<file path="src/rtl/fbl_pkg.sv">
package fbl_pkg;

    localparam int FRAME_W = 12;
    localparam int DATA_W  = FRAME_W - 2;
    localparam int POS_W   = $clog2(FRAME_W);

    typedef logic [POS_W-1:0]   pos_t;
    typedef logic [FRAME_W-1:0] pos_mask_t;
    typedef logic [DATA_W-1:0]  word_t;

    typedef enum logic {
        ST_HUNT   = 1'b0,
        ST_LOCKED = 1'b1
    } lock_state_t;

    // per-bit view of the stream produced by the window stage
    typedef struct packed {
        pos_t      phase;
        logic      word_end;
        pos_mask_t hits;
    } bit_view_t;

    // lock result produced by the tracker
    typedef struct packed {
        logic locked;
        pos_t pos;
    } lock_view_t;

    function automatic int popcount(pos_mask_t m);
        int n;
        n = 0;
        for (int i = 0; i < FRAME_W; i++) n += int'(m[i]);
        return n;
    endfunction

    // lowest set position of a mask
    function automatic pos_t mask_to_pos(pos_mask_t m);
        pos_t r;
        r = '0;
        for (int i = FRAME_W - 1; i >= 0; i--) begin
            if (m[i]) r = pos_t'(i);
        end
        return r;
    endfunction

    function automatic pos_t pos_advance(pos_t p, int k);
        return pos_t'((int'(p) + k) % FRAME_W);
    endfunction

    // first received data bit lands in bit 0
    function automatic word_t reverse_word(word_t w);
        word_t r;
        for (int i = 0; i < DATA_W; i++) r[i] = w[DATA_W-1-i];
        return r;
    endfunction

endpackage

</file>
<file path="src/rtl/fbl_bit_window.sv">
module fbl_bit_window
    import fbl_pkg::*;
(
    input  logic      clk,
    input  logic      rst,
    input  logic      rx_bit,
    output bit_view_t view_o,
    output word_t     recent_o
);

    pos_t      ph_q;
    logic      prev_q;
    pos_mask_t hits_q;
    word_t     hist_q;

    logic      edge_now;
    logic      word_end;
    pos_mask_t hits_now;

    always_comb begin
        edge_now = !prev_q && rx_bit;
        word_end = (ph_q == pos_t'(FRAME_W - 1));
        hits_now = hits_q | (edge_now ? (pos_mask_t'(1) << ph_q) : '0);
    end

    always_ff @(posedge clk) begin
        if (rst) begin
            ph_q   <= '0;
            prev_q <= 1'b1;
            hits_q <= '0;
            hist_q <= '0;
        end else begin
            ph_q   <= word_end ? '0 : ph_q + 1'b1;
            prev_q <= rx_bit;
            hits_q <= word_end ? '0 : hits_now;
            hist_q <= {hist_q[DATA_W-2:0], rx_bit};
        end
    end

    assign view_o   = '{phase: ph_q, word_end: word_end, hits: hits_now};
    assign recent_o = {hist_q[DATA_W-2:0], rx_bit};

endmodule

</file>
<file path="src/rtl/fbl_lock_tracker.sv">
module fbl_lock_tracker
    import fbl_pkg::*;
#(
    parameter int LOCK_HITS   = 4,
    parameter int LOSS_MISSES = 4
) (
    input  logic       clk,
    input  logic       rst,
    input  logic       word_end_i,
    input  pos_mask_t  hits_i,
    output lock_view_t lock_o
);

    localparam int SW = $clog2(LOCK_HITS + 1);
    localparam int MW = $clog2(LOSS_MISSES + 1);

    lock_state_t    state_q;
    pos_t           pos_q;
    logic [MW-1:0]  miss_q;
    logic [MW-1:0]  miss_nx;
    pos_mask_t      full_mask;
    logic           hit_locked;
    logic           drop_now;
    logic           gain_now;

    always_comb begin
        hit_locked = hits_i[pos_q];
        miss_nx    = miss_q + 1'b1;
        drop_now   = (state_q == ST_LOCKED) && !hit_locked && (miss_nx == MW'(LOSS_MISSES));
        gain_now   = (state_q == ST_HUNT) && (popcount(full_mask) == 1);
    end

    // one consecutive-hit history per phase
    for (genvar p = 0; p < FRAME_W; p++) begin : g_phase
        logic [SW-1:0] cnt_q;
        logic [SW-1:0] cnt_nx;

        always_comb begin
            if (!hits_i[p])                      cnt_nx = '0;
            else if (cnt_q == SW'(LOCK_HITS))    cnt_nx = cnt_q;
            else                                 cnt_nx = cnt_q + 1'b1;
        end

        always_ff @(posedge clk) begin
            if (rst)             cnt_q <= '0;
            else if (word_end_i) cnt_q <= drop_now ? '0 : cnt_nx;
        end

        assign full_mask[p] = (cnt_nx == SW'(LOCK_HITS));
    end

    always_ff @(posedge clk) begin
        if (rst) begin
            state_q <= ST_HUNT;
            pos_q   <= '0;
            miss_q  <= '0;
        end else if (word_end_i) begin
            case (state_q)
                ST_HUNT: begin
                    if (gain_now) begin
                        state_q <= ST_LOCKED;
                        pos_q   <= mask_to_pos(full_mask);
                        miss_q  <= '0;
                    end
                end
                default: begin
                    if (hit_locked) begin
                        miss_q <= '0;
                    end else if (drop_now) begin
                        state_q <= ST_HUNT;
                        miss_q  <= '0;
                    end else begin
                        miss_q <= miss_nx;
                    end
                end
            endcase
        end
    end

    assign lock_o = '{locked: (state_q == ST_LOCKED), pos: pos_q};

    // lock state moves only on the edge closing a word
    p_lock_word_end_r2: assert property (@(posedge clk) disable iff (rst)
        !word_end_i |=> $stable(state_q));

    // locked phase does not wander while lock is held
    p_pos_held_r4: assert property (@(posedge clk) disable iff (rst)
        (state_q == ST_LOCKED) && $past(state_q == ST_LOCKED) |-> $stable(pos_q));

    // a lock drop follows the last allowed miss
    p_drop_after_misses_r5: assert property (@(posedge clk) disable iff (rst)
        !$past(rst) && $fell(state_q == ST_LOCKED) |-> $past(miss_q) == MW'(LOSS_MISSES - 1));

endmodule

</file>
<file path="src/rtl/fbl_word_unpack.sv">
module fbl_word_unpack
    import fbl_pkg::*;
(
    input  logic       clk,
    input  logic       rst,
    input  lock_view_t lock_i,
    input  pos_t       phase_i,
    input  word_t      recent_i,
    output word_t      data_o,
    output logic       stb_o
);

    word_t data_q;
    logic  stb_q;
    logic  capture;

    always_comb begin
        capture = lock_i.locked && (phase_i == pos_advance(lock_i.pos, DATA_W));
    end

    always_ff @(posedge clk) begin
        if (rst) begin
            data_q <= '0;
            stb_q  <= 1'b0;
        end else if (!lock_i.locked) begin
            data_q <= '0;
            stb_q  <= 1'b0;
        end else begin
            stb_q <= capture;
            if (capture) data_q <= reverse_word(recent_i);
        end
    end

    assign data_o = lock_i.locked ? data_q : '0;
    assign stb_o  = stb_q && lock_i.locked;

    // at most one strobe per word, never back to back
    p_stb_spacing_r7: assert property (@(posedge clk) disable iff (rst)
        stb_q |=> !stb_q);

    // a strobe is only raised from a locked state
    p_stb_needs_lock_r8: assert property (@(posedge clk) disable iff (rst)
        stb_q |-> $past(lock_i.locked));

endmodule

</file>
<file path="src/rtl/fbl_lock_detect.sv">
module fbl_lock_detect
    import fbl_pkg::*;
#(
    parameter int LOCK_HITS   = 4,
    parameter int LOSS_MISSES = 4
) (
    input  logic              clk,
    input  logic              rst,
    input  logic              rx_bit,
    output logic              lock_n_o,
    output logic              out_en_o,
    output logic [DATA_W-1:0] data_o,
    output logic              word_stb_o
);

    bit_view_t  view;
    word_t      recent;
    lock_view_t lock;

    fbl_bit_window u_window (
        .clk      (clk),
        .rst      (rst),
        .rx_bit   (rx_bit),
        .view_o   (view),
        .recent_o (recent)
    );

    fbl_lock_tracker #(
        .LOCK_HITS   (LOCK_HITS),
        .LOSS_MISSES (LOSS_MISSES)
    ) u_tracker (
        .clk        (clk),
        .rst        (rst),
        .word_end_i (view.word_end),
        .hits_i     (view.hits),
        .lock_o     (lock)
    );

    fbl_word_unpack u_unpack (
        .clk      (clk),
        .rst      (rst),
        .lock_i   (lock),
        .phase_i  (view.phase),
        .recent_i (recent),
        .data_o   (data_o),
        .stb_o    (word_stb_o)
    );

    assign lock_n_o = !lock.locked;
    assign out_en_o = lock.locked;

endmodule

</file>
<file path="config.mk">
export PLATFORM = sky130hd
export DESIGN_NAME = fbl_lock_detect
export DESIGN_NICKNAME = d
export VERILOG_FILES = /design/src/rtl/fbl_pkg.sv /design/src/rtl/fbl_bit_window.sv /design/src/rtl/fbl_lock_tracker.sv /design/src/rtl/fbl_word_unpack.sv /design/src/rtl/fbl_lock_detect.sv
export SDC_FILE = /design/constraint.sdc
export NUM_CORES = 1
export LEC_CHECK = 0
export BUFFER_PORTS_ARGS = -buffer_cell sky130_fd_sc_hd__buf_2
export CORE_MARGIN = 2
export CORE_UTILIZATION = 45
export CTS_BUF_LIST = sky130_fd_sc_hd__clkbuf_8
export DETAILED_ROUTE_END_ITERATION = 16
export GPL_TIMING_DRIVEN = 0
export HOLD_SLACK_MARGIN = 0.05
export PLACE_DENSITY = 0.6
export SETUP_SLACK_MARGIN = 0.1
export SLEW_MARGIN = 25
export SYNTH_ARGS = -nofsm -noshare
export SYNTH_HDL_FRONTEND = slang
export SYNTH_SLANG_ARGS = --single-unit
</file>
<file path="constraint.sdc">
create_clock -name clk -period 5.52 [get_ports clk]
set_input_delay 0.552 -clock clk [delete_from_list [all_inputs] [get_ports clk]]
set_output_delay 0.552 -clock clk [all_outputs]
set_load 0.03 [all_outputs]
</file>
Word-level counts from Yosys, hierarchy flattened
Index checks and enable logic that the tools add are counted.
Widths: inputs -> output; s select.
{"block": "op_classes", "add_sub_neg": 26, "div": 1, "order_cmp": 1, "n_eq_ne": 28, "shifts": 1, "n_mux": 60, "bitwise": 2, "reduce_logical": 14}
{"cell": "$add 32x2->32", "n": 10}
{"cell": "$mux 3", "n": 40}
{"cell": "$eq 3x3->1 const B", "n": 25}
{"cell": "$mux 4", "n": 12}
{"cell": "$add 3x1->3 const B", "n": 13}
{"cell": "$eq 32x2->1 const B", "n": 1}
{"cell": "$mod 32x5->32 const B", "n": 1}
{"cell": "$mux 12", "n": 1}
{"cell": "$or 12x12->12", "n": 1}
{"cell": "$shl 1x4->12 const A", "n": 1}
{"cell": "$mux 10", "n": 1}
{"cell": "$logic_and 1x1->1", "n": 6}
{"cell": "$add 4x4->5 const B", "n": 1}
{"cell": "$lt 4x5->1 const B", "n": 1}
{"cell": "$mux 1", "n": 5}
{"cell": "$add 4x1->4 const B", "n": 1}
{"cell": "$bmux 1 s4", "n": 1}
{"cell": "$eq 4x4->1", "n": 1}
{"cell": "$eq 4x4->1 const B", "n": 1}
{"cell": "$reduce_or 2->1", "n": 2}
{"cell": "$logic_not 1->1", "n": 3}
{"cell": "$reduce_and 3->1", "n": 1}
{"cell": "$add 1x1->2", "n": 1}
{"cell": "$reduce_and 2->1", "n": 1}
{"cell": "other kinds (2)", "n": 2}
{"block": "word_totals", "reg_bits": 81, "input_bits": 3, "out_inout_bits": 13, "word_cells": 154}

Logic depth before layout (Yosys ltp)
{"block": "depth", "ltp_word": 21, "ltp_mapped": 22, "mapped_depth_nobuf": 21}

By module
A second synthesis with hierarchy kept.
{"block": "hier_totals", "cells_unflattened": 529, "area_unflattened_um2": 4862.2}
{"mod": "fbl_lock_tracker", "n_inst": 1, "cells_per_inst": 358, "area_each_um2": 3140.5, "seq_area_each_um2": 880.8}
{"mod": "fbl_bit_window", "n_inst": 1, "cells_per_inst": 85, "area_each_um2": 987.2, "seq_area_each_um2": 520.5}
{"mod": "fbl_word_unpack", "n_inst": 1, "cells_per_inst": 85, "area_each_um2": 730.7, "seq_area_each_um2": 220.2}
{"mod": "fbl_lock_detect", "n_inst": 1, "cells_per_inst": 1, "area_each_um2": 3.8, "seq_area_each_um2": 0.0}

Least setup slack after synthesis
Ideal clock, no wire load.
{"block": "synth_path", "path_kind": "register to register", "from": "register u_tracker.g_phase[0].cnt_q[0]", "to": "register u_tracker.pos_q[0]", "setup_ps": 133, "t_arrival_ps": 5193, "t_required_ps": 5387, "path_slack_ps": 194, "path_stages_with_launch": 21, "n_path_buf": 1, "synth_period_minus_slack_ps": 5326, "path_cell_list": "dfxtp_1 inv_1 ha_1 or3b_2 o21ai_0 a21oi_1 nor3_1 ha_1 inv_1 fa_1 fa_1 fa_1 fa_1 fa_1 nor2_1 a31oi_1 or3_1 clkbuf_1 a221o_1 a31oi_1 a211oi_1"}
{"block": "synth_via", "elab_chain_len": 18, "word_cells_on_any_way": 20, "cone_classes": "add/sub (12); eq/ne (3); mux (3); reduce/logical (2)"}
{"element": "start, declared", "line_no": "fbl_lock_tracker.sv:35", "text": "logic [SW-1:0] cnt_q;"}
{"element": "start signal, assigned", "line_no": "fbl_lock_tracker.sv:46", "text": "else if (word_end_i) cnt_q <= drop_now ? '0 : cnt_nx;"}
{"element": "$add 3x1->3 / $eq 3x3->1 (equally long branches)", "line_no": "fbl_lock_tracker.sv:41, fbl_lock_tracker.sv:40"}
{"element": "$mux 3 *", "line_no": "fbl_lock_tracker.sv:40", "text": "else if (cnt_q == SW'(LOCK_HITS)) cnt_nx = cnt_q;"}
{"element": "$mux 3 *", "line_no": "fbl_lock_tracker.sv:39", "text": "if (!hits_i[p]) cnt_nx = '0;"}
{"element": "$eq 3x3->1 *", "line_no": "fbl_lock_tracker.sv:49", "text": "assign full_mask[p] = (cnt_nx == SW'(LOCK_HITS));"}
{"element": "$add 1x1->2", "line_no": "fbl_pkg.sv:32", "text": "for (int i = 0; i < FRAME_W; i++) n += int'(m[i]);"}
{"element": "$add 32x2->32 (10 in series)", "line_no": "fbl_pkg.sv:32"}
{"element": "$eq 32x2->1", "line_no": "fbl_lock_tracker.sv:30", "text": "gain_now = (state_q == ST_HUNT) && (popcount(full_mask) == 1);"}
{"element": "$logic_and 1x1->1", "line_no": "fbl_lock_tracker.sv:30"}
{"element": "$reduce_and 3->1 (no source line)"}
{"element": "end signal, assigned", "line_no": "fbl_lock_tracker.sv:62", "text": "pos_q <= mask_to_pos(full_mask);"}
{"element": "end, declared", "line_no": "fbl_lock_tracker.sv:18", "text": "pos_t pos_q;"}
Every way passes the cells marked *; elsewhere a longest branch is shown, timed or not.
A chain may end at the register's enable or synchronous reset.

Final worst setup path
Same ends and word-level chain as after synthesis.

==> metrics list <==
- Total track usage: a little under a quarter
- At the pin with the least slew margin, the transition time is 1.074 ns.
- Critical path's top delay family: adder cells
- Start of the worst register-to-register path: u_tracker.g_phase[0].cnt_q[0]
- TritonCTS Sinks: 81
- Number of input and output port buffers inserted: 15
- Worst reg2reg setup slack: 0.27 ns
- The worst hold path begins at u_tracker.miss_q[2].
* Share of flip-flops with an asynchronous set or reset: 0%
- The tightest hold path in the finished design has a slack of about 0.47 ns.
* Cell accounting for the most synthesized area: dfxtp_1
- The clock tree synthesis step divided the H-tree into 3 levels.
* Relative area change from synthesis to final layout: 14.99%
- WL/cell: 17.69 um
- The share of synthesized area in the top cell type comes to 32.21%.
* Placed wire-length estimate: about 9600 um
- Num CTS Buffers: 9
* Area taken by multi-input logic gates: about 3200 sq um
- Syn Nets: 628
- The count of nets left with antenna violations once routing finished came out at 0.
- For this configuration, the core starts out at a cell density of 46.23%.
- The pre-antenna-repair detailed-routing pass consisted of 5 iterations.
- Kind of critical path: reg -> reg
* Worst EP required: 5.77 ns
- Registers take 1645 sq um.
* Worst-case clock buffer depth: 2
* Vias: 4,482
- STA classifies the critical path startpoint as a flop.
- The routed design has 13,460 um of wire.
- By area the synthesized netlist is led by dfxtp_1 32%, ha_1 9.7%, inv_1 4.1%, nor2_1 3.9%, a31oi_1 3.1%.
* Largest net degree at the start of global routing: 17
* Ordered cell list for the critical path: inv_4, ha_4, or3b_4, o21ai_2, a21oi_2, nor3_4, ha_1, inv_2, fa_1, fa_1, fa_1, fa_2, fa_2, nor2_2, a31oi_2, or3_1, clkbuf_8, a221o_1, a31oi_1, a211oi_1
- After synthesis the netlist holds a flip-flop and latch count of 81.
* Via density: about 5.9
- Highest attainable clock frequency: 0.1904 GHz
* Setup repair after global routing missed its margin: true
- After floorplanning, the core was divided into 38 placement rows.
- Subtracting the final worst setup slack from the clock period gives roughly 5.3 ns.
- The slowest stage of the critical path belongs to the cell fa_1.
- Hold path cells: 2
- The repair_antennas step left the layout with diodes totalling 0.
- Vias in the first global route: 4,114
* Fin nets: approximately 670
- During synthesis, Yosys emitted a total of 0 warnings.
- Later-pin clock latency in the skew report: 0.38 ns
- Measured on the finished design, the core utilization comes to 53.16%.
- Final RePlAce weighted congestion: 0.8626
- DRC Markers: 0
- At the worst endpoint, the arrival time is 5.50 ns.
- Max-slew headroom: 27.87%
* Root Buffer Master: clkbuf_8
- Max-cap violations in this run came to 0.
* Leakage power figure: around 0.0022 uW
- The final-report hold violation count came to 0.
* Initial antenna violation count: 0
* Clock tree from TritonCTS: yes
- Critical path capture point type: flop
- The most used flip-flop cell after synthesis is dfxtp_1.
- The worst hold path terminates at u_tracker.miss_q[2].
- Path category of the worst min-delay check: reg -> reg
- Count of flip-flops with a built-in enable after synthesis: 0
- Setup violations remaining at the end of the flow were counted as 0.
- After global routing the overflow that remains totals 0.
- Along the worst path, the maximum fanout reaches 4.
* Die extent in y: roughly 110 um
* Boundary pin count: 16
* Area inside the core boundary: 10,890 sq um
* Most common cell in the synthesized netlist: dfxtp_1
- Die width: 109.8 um
- The final max-slew violation count came to 0.
* Fraction of the cycle the final worst path needs: 95.15%
- In this run the mean area of a mapped cell was 8.694 sq um.
* Status: finished, final reports clean
* Max incr delay on CP: 0.54 ns
- The design draws 1078 uW.
- Cell variety after synth: 66
* Most used cell, CP: fa_1
* Post-synthesis instance total: 579
* Syn Std Cell Area: 5034 sq um
* R2R cell count: 20
* Hold-fix buffer count after cts: 0
* Filler cell count: 1,017
* First-pass GRT wire length: 21,340 um
- The die covers approximately 12,000 sq um.
- Power spread over the standard cell area amounts to 186.2 nW/um^2.
- 1st-iter DRT viols: 320
- The commonest cells after synthesis are 81 x dfxtp_1, 55 x inv_1, 52 x nor2_1.
- Clock input transition at the sequential cells of the worst setup and hold paths: 0.09 ns
- Share of final-layout standard cells stronger than drive strength 1: just under 20%
- The critical path contains buffers and inverters numbering 3 combined.
- Portion of the post-synthesis area used by sequential elements: 32.21%
- Highest ir drop seen on vdd: roughly 0.16 mV
- Worst r2r dst: u_tracker.pos_q[0]
* Setup clock skew after layout: around 0.010 ns
-- power by group --
part	total [uW]	leakage [uW]	internal, uW	switching, uW
registers	591	0.000660	586	5.08
clock network	422	0.0000888	172	251
logic	64.8	0.00142	20.4	44.3
-- sequential cells by signal, indices dropped and copies added, names as in the netlist --
| register | flops |
|---|---|
| u_tracker.g_phase.cnt_q | 36 |
| u_tracker.miss_q | 3 |
| u_tracker.pos_q | 4 |
| u_tracker.state_q | 1 |
| u_unpack.data_q | 10 |
| u_unpack.stb_q | 1 |
| u_window.hist_q | 9 |
| u_window.hits_q | 12 |
| u_window.ph_q | 4 |
| u_window.prev_q | 1 |
-- placed cells by master (no fill, tap or decap), types with 9 or more instances in the layout --
master      n
inv_1      49
mux2i_1    13
a31oi_1    22
a21oi_1    29
o21ai_0    14
nor3_1     15
buf_4      14
a41oi_1    14
nor2b_1    21
nor3b_1     9
nand2_1    29
o2bb2ai_1   9
clkbuf_8   10
and2_1     12
dfxtp_1    72
buf_2      20
clkbuf_1   13
a32o_1     13
ha_1       32
and3_1      9
nor2_1     50
nand3b_1   12
-- cells by family after synthesis --
| family | after synthesis | share of synthesized area, % |
|---|---|---|
| simple gates | 196 | 21.13 |
| compound gates | 155 | 23.22 |
| flops | 81 | 32.21 |
| fa+ha+maj | 46 | 12.48 |
| xor+xnor | 4 | 0.6961 |
| buf+inv | 83 | 7.233 |
| mux | 14 | 3.032 |
-- repair_timing --
action                                  4_1_cts  5_1_grt
buffers inserted                              7        4
resized for setup                            23       45
hold endpoints to repair                      0        0
endpoints found under the setup margin        7        4
pin swaps                                    11       16
-- through the flow --
step	TNS, ns	std cells	worst slack, ns	instance area (sq um)
after global placement	-1.488	734	-0.4771	5284
after floorplan	0	579	0.1936	5034
after detailed placement	-2.175	734	-0.5660	5285
after CTS	0	757	0.1051	5595
after global routing	0	761	0.03962	5788
final	0	761	0.2678	5788
-- worst max path at each step --
| stage | from | end | slack (ns) | cells after the start |
|---|---|---|---|---|
| after floorplan | u_tracker.g_phase[0].cnt_q[0] | u_tracker.pos_q[0] | 0.19 | 20 |
| after global placement | u_tracker.g_phase[0].cnt_q[0] | u_tracker.pos_q[2] | -0.48 | 20 |
| after detailed placement | u_tracker.g_phase[0].cnt_q[0] | u_tracker.pos_q[2] | -0.57 | 20 |
| after CTS | u_window.ph_q[0] | u_tracker.pos_q[0] | 0.11 | 16 |
| after global routing | u_window.ph_q[3] | u_tracker.pos_q[0] | 0.04 | 19 |
| final | u_tracker.g_phase[0].cnt_q[0] | u_tracker.pos_q[0] | 0.27 | 20 |
-- tightest hold or removal path, delay by kind of cell (launching register included) --
family,cells,cell delay (ns)
simple gates,1,0.05
compound gates,1,0.05
flops,1,0.32
-- layout make-up --
| cell class | instances | area share [%] |
|---|---|---|
| tap | 140 | 3.026 |
| clock inverter | 7 | 1.059 |
| buffer | 28 | 2.962 |
| clock buffer | 9 | 2.140 |
| sequential | 81 | 28.43 |
| inverter | 55 | 3.653 |
| timing repair buffer | 26 | 2.724 |
| multi-input combinational | 415 | 56.01 |
-- routing by layer --
metal / global-route usage (%) / vias to the layer above / share of wire (%)
met4: 9.132 / 0 / 2.1
met1: 32.36 / 2171 / 46
li1: - / 2176 / -
met2: 36.86 / 109 / 47
met3: 3.379 / 26 / 5.1
met5: 0 / - / 0
Power figures use the tool's default switching activity.
